--- config.mk ---
export PLATFORM = sky130hd
export DESIGN_NAME = smem_bank_ctrl
export DESIGN_NICKNAME = d
export VERILOG_FILES = /design/src/rtl/smem_pkg.sv /design/src/rtl/smem_cfg_regs.sv /design/src/rtl/smem_seq.sv /design/src/rtl/smem_bank_ctrl.sv
export SDC_FILE = /design/constraint.sdc
export NUM_CORES = 1
export LEC_CHECK = 0
export ABC_CLOCK_PERIOD_IN_PS = 7950
export CORE_MARGIN = 5
export CORE_UTILIZATION = 55
export DETAILED_ROUTE_END_ITERATION = 6
export DONT_BUFFER_PORTS = 1
export HOLD_SLACK_MARGIN = 0.02
export PLACE_DENSITY = 0.69
export SYNTH_ARGS = -nofsm -noshare
export SYNTH_HDL_FRONTEND = slang
export SYNTH_SLANG_ARGS = --single-unit
--- constraint.sdc ---
create_clock -name clk -period 7.95 [get_ports clk]
set_input_delay 1.1925 -clock clk [delete_from_list [all_inputs] [get_ports clk]]
set_output_delay 1.1925 -clock clk [all_outputs]
set_load 0.02 [all_outputs]
--- src/rtl/smem_pkg.sv ---
package smem_pkg;

    localparam int DATA_W     = 16;
    localparam int PAGE_BEATS = 4;
    localparam int BEAT_W     = $clog2(PAGE_BEATS);
    localparam int CNT_W      = 5;

    typedef enum logic [2:0] {
        PH_IDLE,
        PH_ASU,
        PH_CSU,
        PH_ACC,
        PH_PAGE,
        PH_COH,
        PH_CAH
    } phase_e;

    typedef struct packed {
        logic byte_lanes;
        logic wait_en;
        logic addr_mode;
        logic wide;
    } bank_mode_t;

    typedef struct packed {
        logic [3:0]       acs;
        logic [3:0]       cos;
        logic [CNT_W-1:0] acc;
        logic [3:0]       coh;
        logic [3:0]       cah;
        logic [3:0]       acp;
    } bank_timing_t;

    function automatic logic [CNT_W-1:0] hold_len(input logic [3:0] n);
        return (n == 4'd0) ? '0 : CNT_W'(n) - CNT_W'(1);
    endfunction

    function automatic logic [CNT_W-1:0] phase_len(input phase_e p, input bank_timing_t t);
        logic [CNT_W-1:0] r;
        case (p)
            PH_ASU:  r = hold_len(t.acs);
            PH_CSU:  r = hold_len(t.cos);
            PH_ACC:  r = t.acc;
            PH_PAGE: r = hold_len(t.acp);
            PH_COH:  r = hold_len(t.coh);
            PH_CAH:  r = hold_len(t.cah);
            default: r = '0;
        endcase
        return r;
    endfunction

    function automatic phase_e after_addr(input logic [3:0] cos);
        return (cos != 4'd0) ? PH_CSU : PH_ACC;
    endfunction

    function automatic phase_e tail_phase(input logic [3:0] coh, input logic [3:0] cah);
        if (coh != 4'd0) return PH_COH;
        if (cah != 4'd0) return PH_CAH;
        return PH_IDLE;
    endfunction

endpackage

--- src/rtl/smem_cfg_regs.sv ---
module smem_cfg_regs
    import smem_pkg::*;
#(
    parameter int NBANK  = 4,
    parameter int CFG_AW = 5
) (
    input  logic                           clk,
    input  logic                           rst,
    input  logic                           we,
    input  logic [CFG_AW-1:0]              addr,
    input  logic [31:0]                    wdata,
    output bank_mode_t   [NBANK-1:0]       mode_o,
    output bank_timing_t [NBANK-1:0]       timing_o,
    output logic         [NBANK-1:0]       page_o
);

    logic wdata_unused;
    assign wdata_unused = ^wdata[23:21];

    for (genvar b = 0; b < NBANK; b++) begin : g_bank
        localparam logic [CFG_AW-1:0] TIM_OFS = CFG_AW'(4 * (b + 1));

        always_ff @(posedge clk) begin
            if (rst) begin
                mode_o[b] <= '0;
            end else if (we && addr == '0) begin
                mode_o[b] <= bank_mode_t'(wdata[4*b +: 4]);
            end
        end

        always_ff @(posedge clk) begin
            if (rst) begin
                timing_o[b] <= '0;
                page_o[b]   <= 1'b0;
            end else if (we && addr == TIM_OFS) begin
                timing_o[b].acs <= wdata[31:28];
                timing_o[b].cos <= wdata[27:24];
                timing_o[b].acc <= wdata[20:16];
                timing_o[b].coh <= wdata[15:12];
                timing_o[b].cah <= wdata[11:8];
                timing_o[b].acp <= wdata[7:4];
                page_o[b]       <= wdata[0];
            end
        end
    end

endmodule

--- src/rtl/smem_seq.sv ---
module smem_seq
    import smem_pkg::*;
(
    input  logic              clk,
    input  logic              rst,
    input  logic              start,
    input  bank_timing_t      t_in,
    input  logic              page_in,
    input  logic              wr_in,
    output phase_e            ph_o,
    output logic [BEAT_W-1:0] beat_o,
    output logic              beat_end_o
);

    localparam logic [BEAT_W-1:0] LAST_BEAT = BEAT_W'(PAGE_BEATS - 1);

    phase_e            ph, nph;
    logic [CNT_W-1:0]  cnt, ncnt;
    logic [BEAT_W-1:0] beat, nbeat;
    logic              burst, nburst;
    logic              reload;
    bank_timing_t      tq, tsrc;

    always_comb begin
        nph    = ph;
        ncnt   = cnt;
        nbeat  = beat;
        nburst = burst;
        tsrc   = tq;
        reload = 1'b0;
        if (ph == PH_IDLE) begin
            if (start) begin
                tsrc   = t_in;
                nburst = page_in && !wr_in;
                nbeat  = '0;
                reload = 1'b1;
                nph    = (t_in.acs != 4'd0) ? PH_ASU : after_addr(t_in.cos);
            end
        end else if (cnt != '0) begin
            ncnt = cnt - CNT_W'(1);
        end else begin
            reload = 1'b1;
            case (ph)
                PH_ASU: nph = after_addr(tq.cos);
                PH_CSU: nph = PH_ACC;
                PH_ACC: begin
                    if (burst) begin
                        nph   = PH_PAGE;
                        nbeat = BEAT_W'(1);
                    end else begin
                        nph = tail_phase(tq.coh, tq.cah);
                    end
                end
                PH_PAGE: begin
                    if (beat == LAST_BEAT) begin
                        nph = tail_phase(tq.coh, tq.cah);
                    end else begin
                        nph   = PH_PAGE;
                        nbeat = beat + BEAT_W'(1);
                    end
                end
                PH_COH:  nph = (tq.cah != 4'd0) ? PH_CAH : PH_IDLE;
                default: nph = PH_IDLE;
            endcase
        end
        if (reload) begin
            ncnt = phase_len(nph, tsrc);
        end
    end

    always_ff @(posedge clk) begin
        if (rst) begin
            ph    <= PH_IDLE;
            cnt   <= '0;
            beat  <= '0;
            burst <= 1'b0;
            tq    <= '0;
        end else begin
            ph    <= nph;
            cnt   <= ncnt;
            beat  <= nbeat;
            burst <= nburst;
            if (ph == PH_IDLE && start) begin
                tq <= t_in;
            end
        end
    end

    assign ph_o       = ph;
    assign beat_o     = beat;
    assign beat_end_o = (ph == PH_ACC || ph == PH_PAGE) && (cnt == '0);

endmodule

--- src/rtl/smem_bank_ctrl.sv ---
module smem_bank_ctrl
    import smem_pkg::*;
#(
    parameter  int NBANK  = 4,
    parameter  int ADDR_W = 16,
    localparam int CFG_AW = $clog2(4 * (NBANK + 1)),
    localparam int BANK_W = (NBANK > 1) ? $clog2(NBANK) : 1
) (
    input  logic              clk,
    input  logic              rst,
    input  logic              cfg_we,
    input  logic [CFG_AW-1:0] cfg_addr,
    input  logic [31:0]       cfg_wdata,
    input  logic              req_valid,
    output logic              req_ready,
    input  logic [BANK_W-1:0] req_bank,
    input  logic [ADDR_W-1:0] req_addr,
    input  logic              req_write,
    input  logic [DATA_W-1:0] req_wdata,
    input  logic [1:0]        req_be,
    output logic              rsp_valid,
    output logic [DATA_W-1:0] rsp_rdata,
    output logic [ADDR_W-1:0] mem_addr,
    output logic [NBANK-1:0]  mem_csn,
    output logic              mem_oen,
    output logic              mem_wen,
    output logic [1:0]        mem_ben,
    output logic [DATA_W-1:0] mem_dq_out,
    output logic              mem_dq_oe,
    input  logic [DATA_W-1:0] mem_dq_in
);

    bank_mode_t   [NBANK-1:0] mode_all;
    bank_timing_t [NBANK-1:0] timing_all;
    logic         [NBANK-1:0] page_all;

    smem_cfg_regs #(
        .NBANK (NBANK),
        .CFG_AW(CFG_AW)
    ) u_regs (
        .clk     (clk),
        .rst     (rst),
        .we      (cfg_we),
        .addr    (cfg_addr),
        .wdata   (cfg_wdata),
        .mode_o  (mode_all),
        .timing_o(timing_all),
        .page_o  (page_all)
    );

    logic              accept;
    phase_e            ph;
    logic [BEAT_W-1:0] beat;
    logic              beat_end;

    assign req_ready = (ph == PH_IDLE);
    assign accept    = req_valid && req_ready;

    smem_seq u_seq (
        .clk       (clk),
        .rst       (rst),
        .start     (accept),
        .t_in      (timing_all[req_bank]),
        .page_in   (page_all[req_bank]),
        .wr_in     (req_write),
        .ph_o      (ph),
        .beat_o    (beat),
        .beat_end_o(beat_end)
    );

    // transaction context, captured once at acceptance
    logic [BANK_W-1:0] bank_q;
    logic [ADDR_W-1:0] addr_q;
    logic              wr_q;
    logic [DATA_W-1:0] wdata_q;
    logic [1:0]        be_q;
    bank_mode_t        mode_q;

    always_ff @(posedge clk) begin
        if (rst) begin
            bank_q  <= '0;
            addr_q  <= '0;
            wr_q    <= 1'b0;
            wdata_q <= '0;
            be_q    <= '0;
            mode_q  <= '0;
        end else if (accept) begin
            bank_q  <= req_bank;
            addr_q  <= req_addr;
            wr_q    <= req_write;
            wdata_q <= req_wdata;
            be_q    <= req_be;
            mode_q  <= mode_all[req_bank];
        end
    end

    logic mode_unused;
    assign mode_unused = mode_q.wait_en ^ mode_q.addr_mode;

    logic       cs_on, strobe;
    logic [1:0] lanes;

    assign cs_on  = (ph == PH_CSU) || (ph == PH_ACC) || (ph == PH_PAGE) || (ph == PH_COH);
    assign strobe = (ph == PH_ACC) || (ph == PH_PAGE);

    always_comb begin
        if (!mode_q.wide)          lanes = 2'b10;
        else if (mode_q.byte_lanes) lanes = ~be_q;
        else                       lanes = 2'b00;
    end

    assign mem_csn    = cs_on ? ~(NBANK'(1) << bank_q) : '1;
    assign mem_oen    = !(strobe && !wr_q);
    assign mem_wen    = !(strobe && wr_q);
    assign mem_ben    = cs_on ? lanes : 2'b11;
    assign mem_dq_oe  = cs_on && wr_q;
    assign mem_dq_out = mode_q.wide ? wdata_q : {8'h00, wdata_q[7:0]};
    assign mem_addr   = (ph == PH_IDLE) ? '0 : addr_q + (ADDR_W'(beat) << mode_q.wide);

    always_ff @(posedge clk) begin
        if (rst) begin
            rsp_valid <= 1'b0;
            rsp_rdata <= '0;
        end else begin
            rsp_valid <= beat_end;
            if (beat_end && !wr_q) begin
                rsp_rdata <= mode_q.wide ? mem_dq_in : {8'h00, mem_dq_in[7:0]};
            end
        end
    end

endmodule

Word level (Yosys, flattened, before mapping)
Cells that the tools add are included.

storage, ports and cells
  bits in registers = 212

cells by class
  add/sub/neg operators = 8
  $lt $le $gt $ge = 1
  equal/unequal tests = 21
  shift operators = 2
  multiplexer cells = 69
  bitwise gates (word level) = 2
  reductions and logical operators = 40

operators with widths
  kind                 count
  $mux 25              3
  $bmux 25 s2          1
  $mux 16              3
  $mux 5               8
  $mux 3               13
  $pmux 5 s6           1
  $mux 1               26
  $sub 4x1->5 const B  5
  $logic_not 4->1      5
  $reduce_bool 4->1    5
  $add 16x16->16       1
  $mux 2               8
  $shl 2x1->16         1
  $eq 3x3->1 const B   5
  $pmux 3 s5           1
  $logic_and 1x1->1    13
  $eq 3x2->1 const B   4
  $eq 5x4->1 const B   2
  $logic_not 5->1      2
  $bmux 4 s2           1
  $mux 4               2
  $eq 3x1->1 const B   2
  $eq 5x3->1 const B   1
  $eq 5x5->1 const B   1
  other kinds (21)     29

Logic depth before layout (Yosys ltp)
  word-level depth = 20
  depth in mapped cells = 12
  gate-level depth less buffers = 10

By module
From an unflattened synthesis, not the netlist that was laid out.

unflattened totals
  cell total of the unflattened synthesis = 1179
  area total of the unflattened synthesis = 10546.4 um^2

by module, submodules not included
  module          times used  cells each  area each (um^2)
  smem_cfg_regs   1           462         4808.4
  smem_bank_ctrl  1           383         3314.4
  smem_seq        1           334         2423.6

Worst setup path after synthesis
OpenSTA, ideal clock, no wires.

  path kind = input to register
  from = input port req_bank[0]
  to = register u_seq.cnt[2]
  library setup time = 135 ps
  data arrival time = 3405 ps
  required time = 7815 ps
  setup slack = 4410 ps
  stages on the path = 9
  path buffers = 2
  path through = buf_6 mux4_2 or4_4 a22oi_2 and3_1 buf_6 mux2_1 a22oi_1 a221oi_2

between the ends
  cells in the longest elaborated chain, start to end = 10
  elaborated cells on any way between the ends = 33
  classes of those cells = add/sub (5); eq/ne (6); mux (15); reduce/logical (7)

RTL lines
  element                                   RTL line              text
  start, declared                           smem_bank_ctrl.sv:16  input logic [BANK_W-1:0] req_bank,
  $bmux 25 s2 (*)                           smem_bank_ctrl.sv:63  .t_in (timing_all[req_bank]),
  $mux 25 (implied by the code) (*)         smem_bank_ctrl.sv:63
  $reduce_bool 4->1                         smem_pkg.sv:53        return (cos != 4'd0) ? PH_CSU : PH_ACC;
  $mux 1                                    smem_pkg.sv:53
  $mux 3                                    smem_seq.sv:37        nph = (t_in.acs != 4'd0) ? PH_ASU : after_addr(t_in.cos);
  $mux 3                                    smem_seq.sv:32        if (start) begin
  $mux 3                                    smem_seq.sv:31        if (ph == PH_IDLE) begin
  $eq 3x3->1, or another cell as far along  smem_pkg.sv:40        case (p)
  $pmux 5 s6 (*)                            smem_pkg.sv:40
  $mux 5 (*)                                smem_seq.sv:66        if (reload) begin
  end signal, assigned                      smem_seq.sv:80        cnt <= ncnt;
  end, declared                             smem_seq.sv:18        logic [CNT_W-1:0] cnt, ncnt;

Mark *: on every way between the ends. The rest lies on a longest branch, timed or not. The select of a mux whose other input is x is not followed.
A chain may end at the register's enable or synchronous reset.

Worst setup path after layout
  from = register mode_q[0] (netlist bit)
  to = output port mem_addr[15]

between the ends
  cells in the longest elaborated chain, start to end = 3

RTL lines
  element                 RTL line               text
  start, declared         smem_bank_ctrl.sv:77   bank_mode_t mode_q;
  start signal, assigned  smem_bank_ctrl.sv:93   mode_q <= mode_all[req_bank];
  $shl 2x1->16            smem_bank_ctrl.sv:118  assign mem_addr = (ph == PH_IDLE) ? '0 : addr_q + (ADDR_W'(beat) << mode_q.wide);
  $add 16x16->16          smem_bank_ctrl.sv:118
  $mux 16                 smem_bank_ctrl.sv:118
  end, declared           smem_bank_ctrl.sv:23   output logic [ADDR_W-1:0] mem_addr,

No other way between the ends.

==> out/metrics.cfg <==
[synth]
yosysTopAreaCell = dfxtp_1
synthSimpleGateAreaFrac_pct = 25.00
synth_top_area_share_pct = 44.19
syn-num-nets = 1252
synthMuxAreaShare_pct = 9.639
synth_area_leaders = dfxtp_1, nand2_1, a21oi_1
synthAdderAreaFrac_pct = 0.8935
synth-main-ff-cell = dfxtp_1
yosysSeqAreaShare_pct = 44.19
synth_xor_xnor_area_share_pct = 1.232
synth_compound_area_share_pct = 14.59
syn_inst = 1152
synth_cell_types = 67
synth_top_family_by_area = simple AND/OR/NAND/NOR gates
synth_edf_count = 0
synth_warnings = 0
avgSynthCellArea_sq_um = 8.023
synth.cell_area_sq_um = 9243
synth_seq_cells = 204
async_reset_ff_share_pct = 0

[worst_setup_path]
cp-start-kind = register
worstPathRequired_ns = 6.76
cp_cell_sequence = mux2_2 > ha_1 > a21o_1 > a21oi_1 > nor2b_1 > nand2_1 > or3_1 > a21oi_1
worstPathArrival_ns = 3.38
cp-end-kind = output pin
cp_common_cell = a21oi_1
worstPathMaxFanout = 22
cp_slowest_cell = dfxtp_1
worst_path_largest_cell_delay_ns = 0.77
worstSetupPathType = reg -> out

[pwr]
power.leakage_uw = 0.003476
power-per-cell-area_nw_per_um2 = 263.5
ir_worst_vdd_mv = 0.1655

[finish]
antenna_cells = 0
final_cell_mix = nand2_1, dfxtp_1, a21oi_1, nor2_1, nand3_1
final_common_cell = nand2_1
synthToLayoutAreaGrowth_pct = 7.527
fin_area_sq_um = 9938
drive_gt1_share_pct = 8.169
nets = 1200

[grt]
antenna_found_initial = 0
grt_pass1_wl_um = 37250
grt_pass1_vias = 7147
grt.total_usage_pct = 22.57
grt_max_degree = 206
overflow = 0

[run_status]
status = finished clean

[timing]
setup_viol = 0
period_needed_ns = 4.574
relSlewSlack_pct = 33.56
rsz0062_at_grt = false
finalHoldViolCount = 0
fmax_ghz = 0.2186
max_slew.worst_pin.slew_ns = 0.9929
drv_slew = 0
fin_crit_sh_pct = 57.53
tns_ns = 0
finClkSkew_ns = 0.01203

[detailed_routing]
antenna_left = 0
viasPerCell = 5.690
drt_iter0_drc = 605
first_pass_iters = 5
wl_per_cell_um = 17.04
vias = 7590
drc = 0
wl_um = 22740

[clocking]
tritoncts = done
cts_hold_buffers = 0
cts_made_buffers = 22
cts_resized = 0
cts-root-buf = clkbuf_16
cts_setup_buffers = 0
htree_levels = 1
clk_pin_slew_ns = 0.06
clock_sinks = 204
clk_latency_ns = 0.50
cts_buffer_depth = 3

[floorplanning]
dieArea_sq_um = 19500
initial_core_util_pct = 55.93
core-area_sq_um = 16520
die_w_um = 139.6
io_pins = 153
rows = 47
die_h_um = 139.6

[job]
cap_violations = 0

[placement]
dp_hpwl_um = 14510
placed_cell_area_sq_um = 9231
port_buffers = 0
gp_congestion = 0.8993

[min_path]
hold_path_class = reg -> reg

==> cells by family (layout without fill, tap and decap cells) <==
family                     after synthesis  in the layout
adders and majority gates                6              6
xor gates and xnor gates                13             13
DFF                                    204            204
buffers and inverters                   95             57
and+or+nand+nor                        538            538
muxes                                   52             52
AOI/OAI and AO/OA                      244            244
==> routing by layer <==
| metal | GRT usage [%] | wire, um |
|---|---|---|
| met1 | 31.14 | 10210 |
| met2 | 37.43 | 10720 |
| met3 | 4.185 | 1443 |
| met4 | 4.640 | 366 |
| met5 | 0 | 0 |
==> path summary, 6_finish.rpt <==
check / startpoint / end / slack (ns) / cells after the start
worst min-delay path: wdata_q[14] / wdata_q[14] / 0.45 / 2
worst max-delay path: mode_q[0] / mem_addr[15] / 3.38 / 8
worst max register to register: u_seq.cnt[0] / u_seq.cnt[0] / 4.73 / 9
worst min register to register: wdata_q[14] / wdata_q[14] / 0.45 / 2
==> final cells by class <==
type                       count  area, sq um
inverter                       9        33.78
sequential                   204         4084
fill                        1533         6586
clock inverter                 8        76.32
tap                          220        275.3
clock buffer                  30        630.6
timing repair buffer          10        75.07
multi-input combinational    853         4763
==> Yosys cell counts (all sizes together), types with 10 or more instances <==
| library cell | count |
|---|---|
| nand2 | 366 |
| mux4 | 28 |
| dfxtp | 204 |
| mux2i | 20 |
| nand3 | 30 |
| nor3 | 10 |
| a21oi | 189 |
| clkbuf | 68 |
| nor2 | 63 |
| o21ai | 20 |
| buf | 18 |
| and2 | 14 |
==> state kept, by name (all words and copies together), names as in the netlist <==
name / count
u_seq.ph_o: 3
u_regs.timing_o: 100
be_q: 2
wr_q: 1
rsp_rdata: 16
u_regs.page_o: 4
u_seq.tq: 25
u_regs.mode_o: 8
addr_q: 16
u_seq.cnt: 5
wdata_q: 16
rsp_valid: 1
u_seq.beat_o: 2
mode_q: 2
bank_q: 2
u_seq.burst: 1
==> per-stage QoR <==
step                std cells  total power [uW]  setup WS, ns  hold slack [ns]  utilization (%)
floorplan                1152              1595         4.410           0.4312                -
global placement         1296              1646         3.835           0.4318            55.86
detailed placement       1296              1655         3.834           0.4374            55.86
CTS                      1334              2644         3.310           0.4464            60.14
global route             1334              2755         3.081           0.4663            60.14
finish                   1334              2618         3.376           0.4484            60.14
==> critical path, delay by kind of cell (launching register included) <==
family	cells	cell delay, ns
AOI/OAI and AO/OA	3	0.59
adders and majority gates	1	0.27
DFF	1	0.77
muxes	1	0.44
and+or+nand+nor	3	0.81
==> report_power, final <==
part,internal [uW],switching [uW]
clock network,587,401
logic,163,330
registers,1080,62.4
total,1820,793
(Power assumes the default switching activity.)
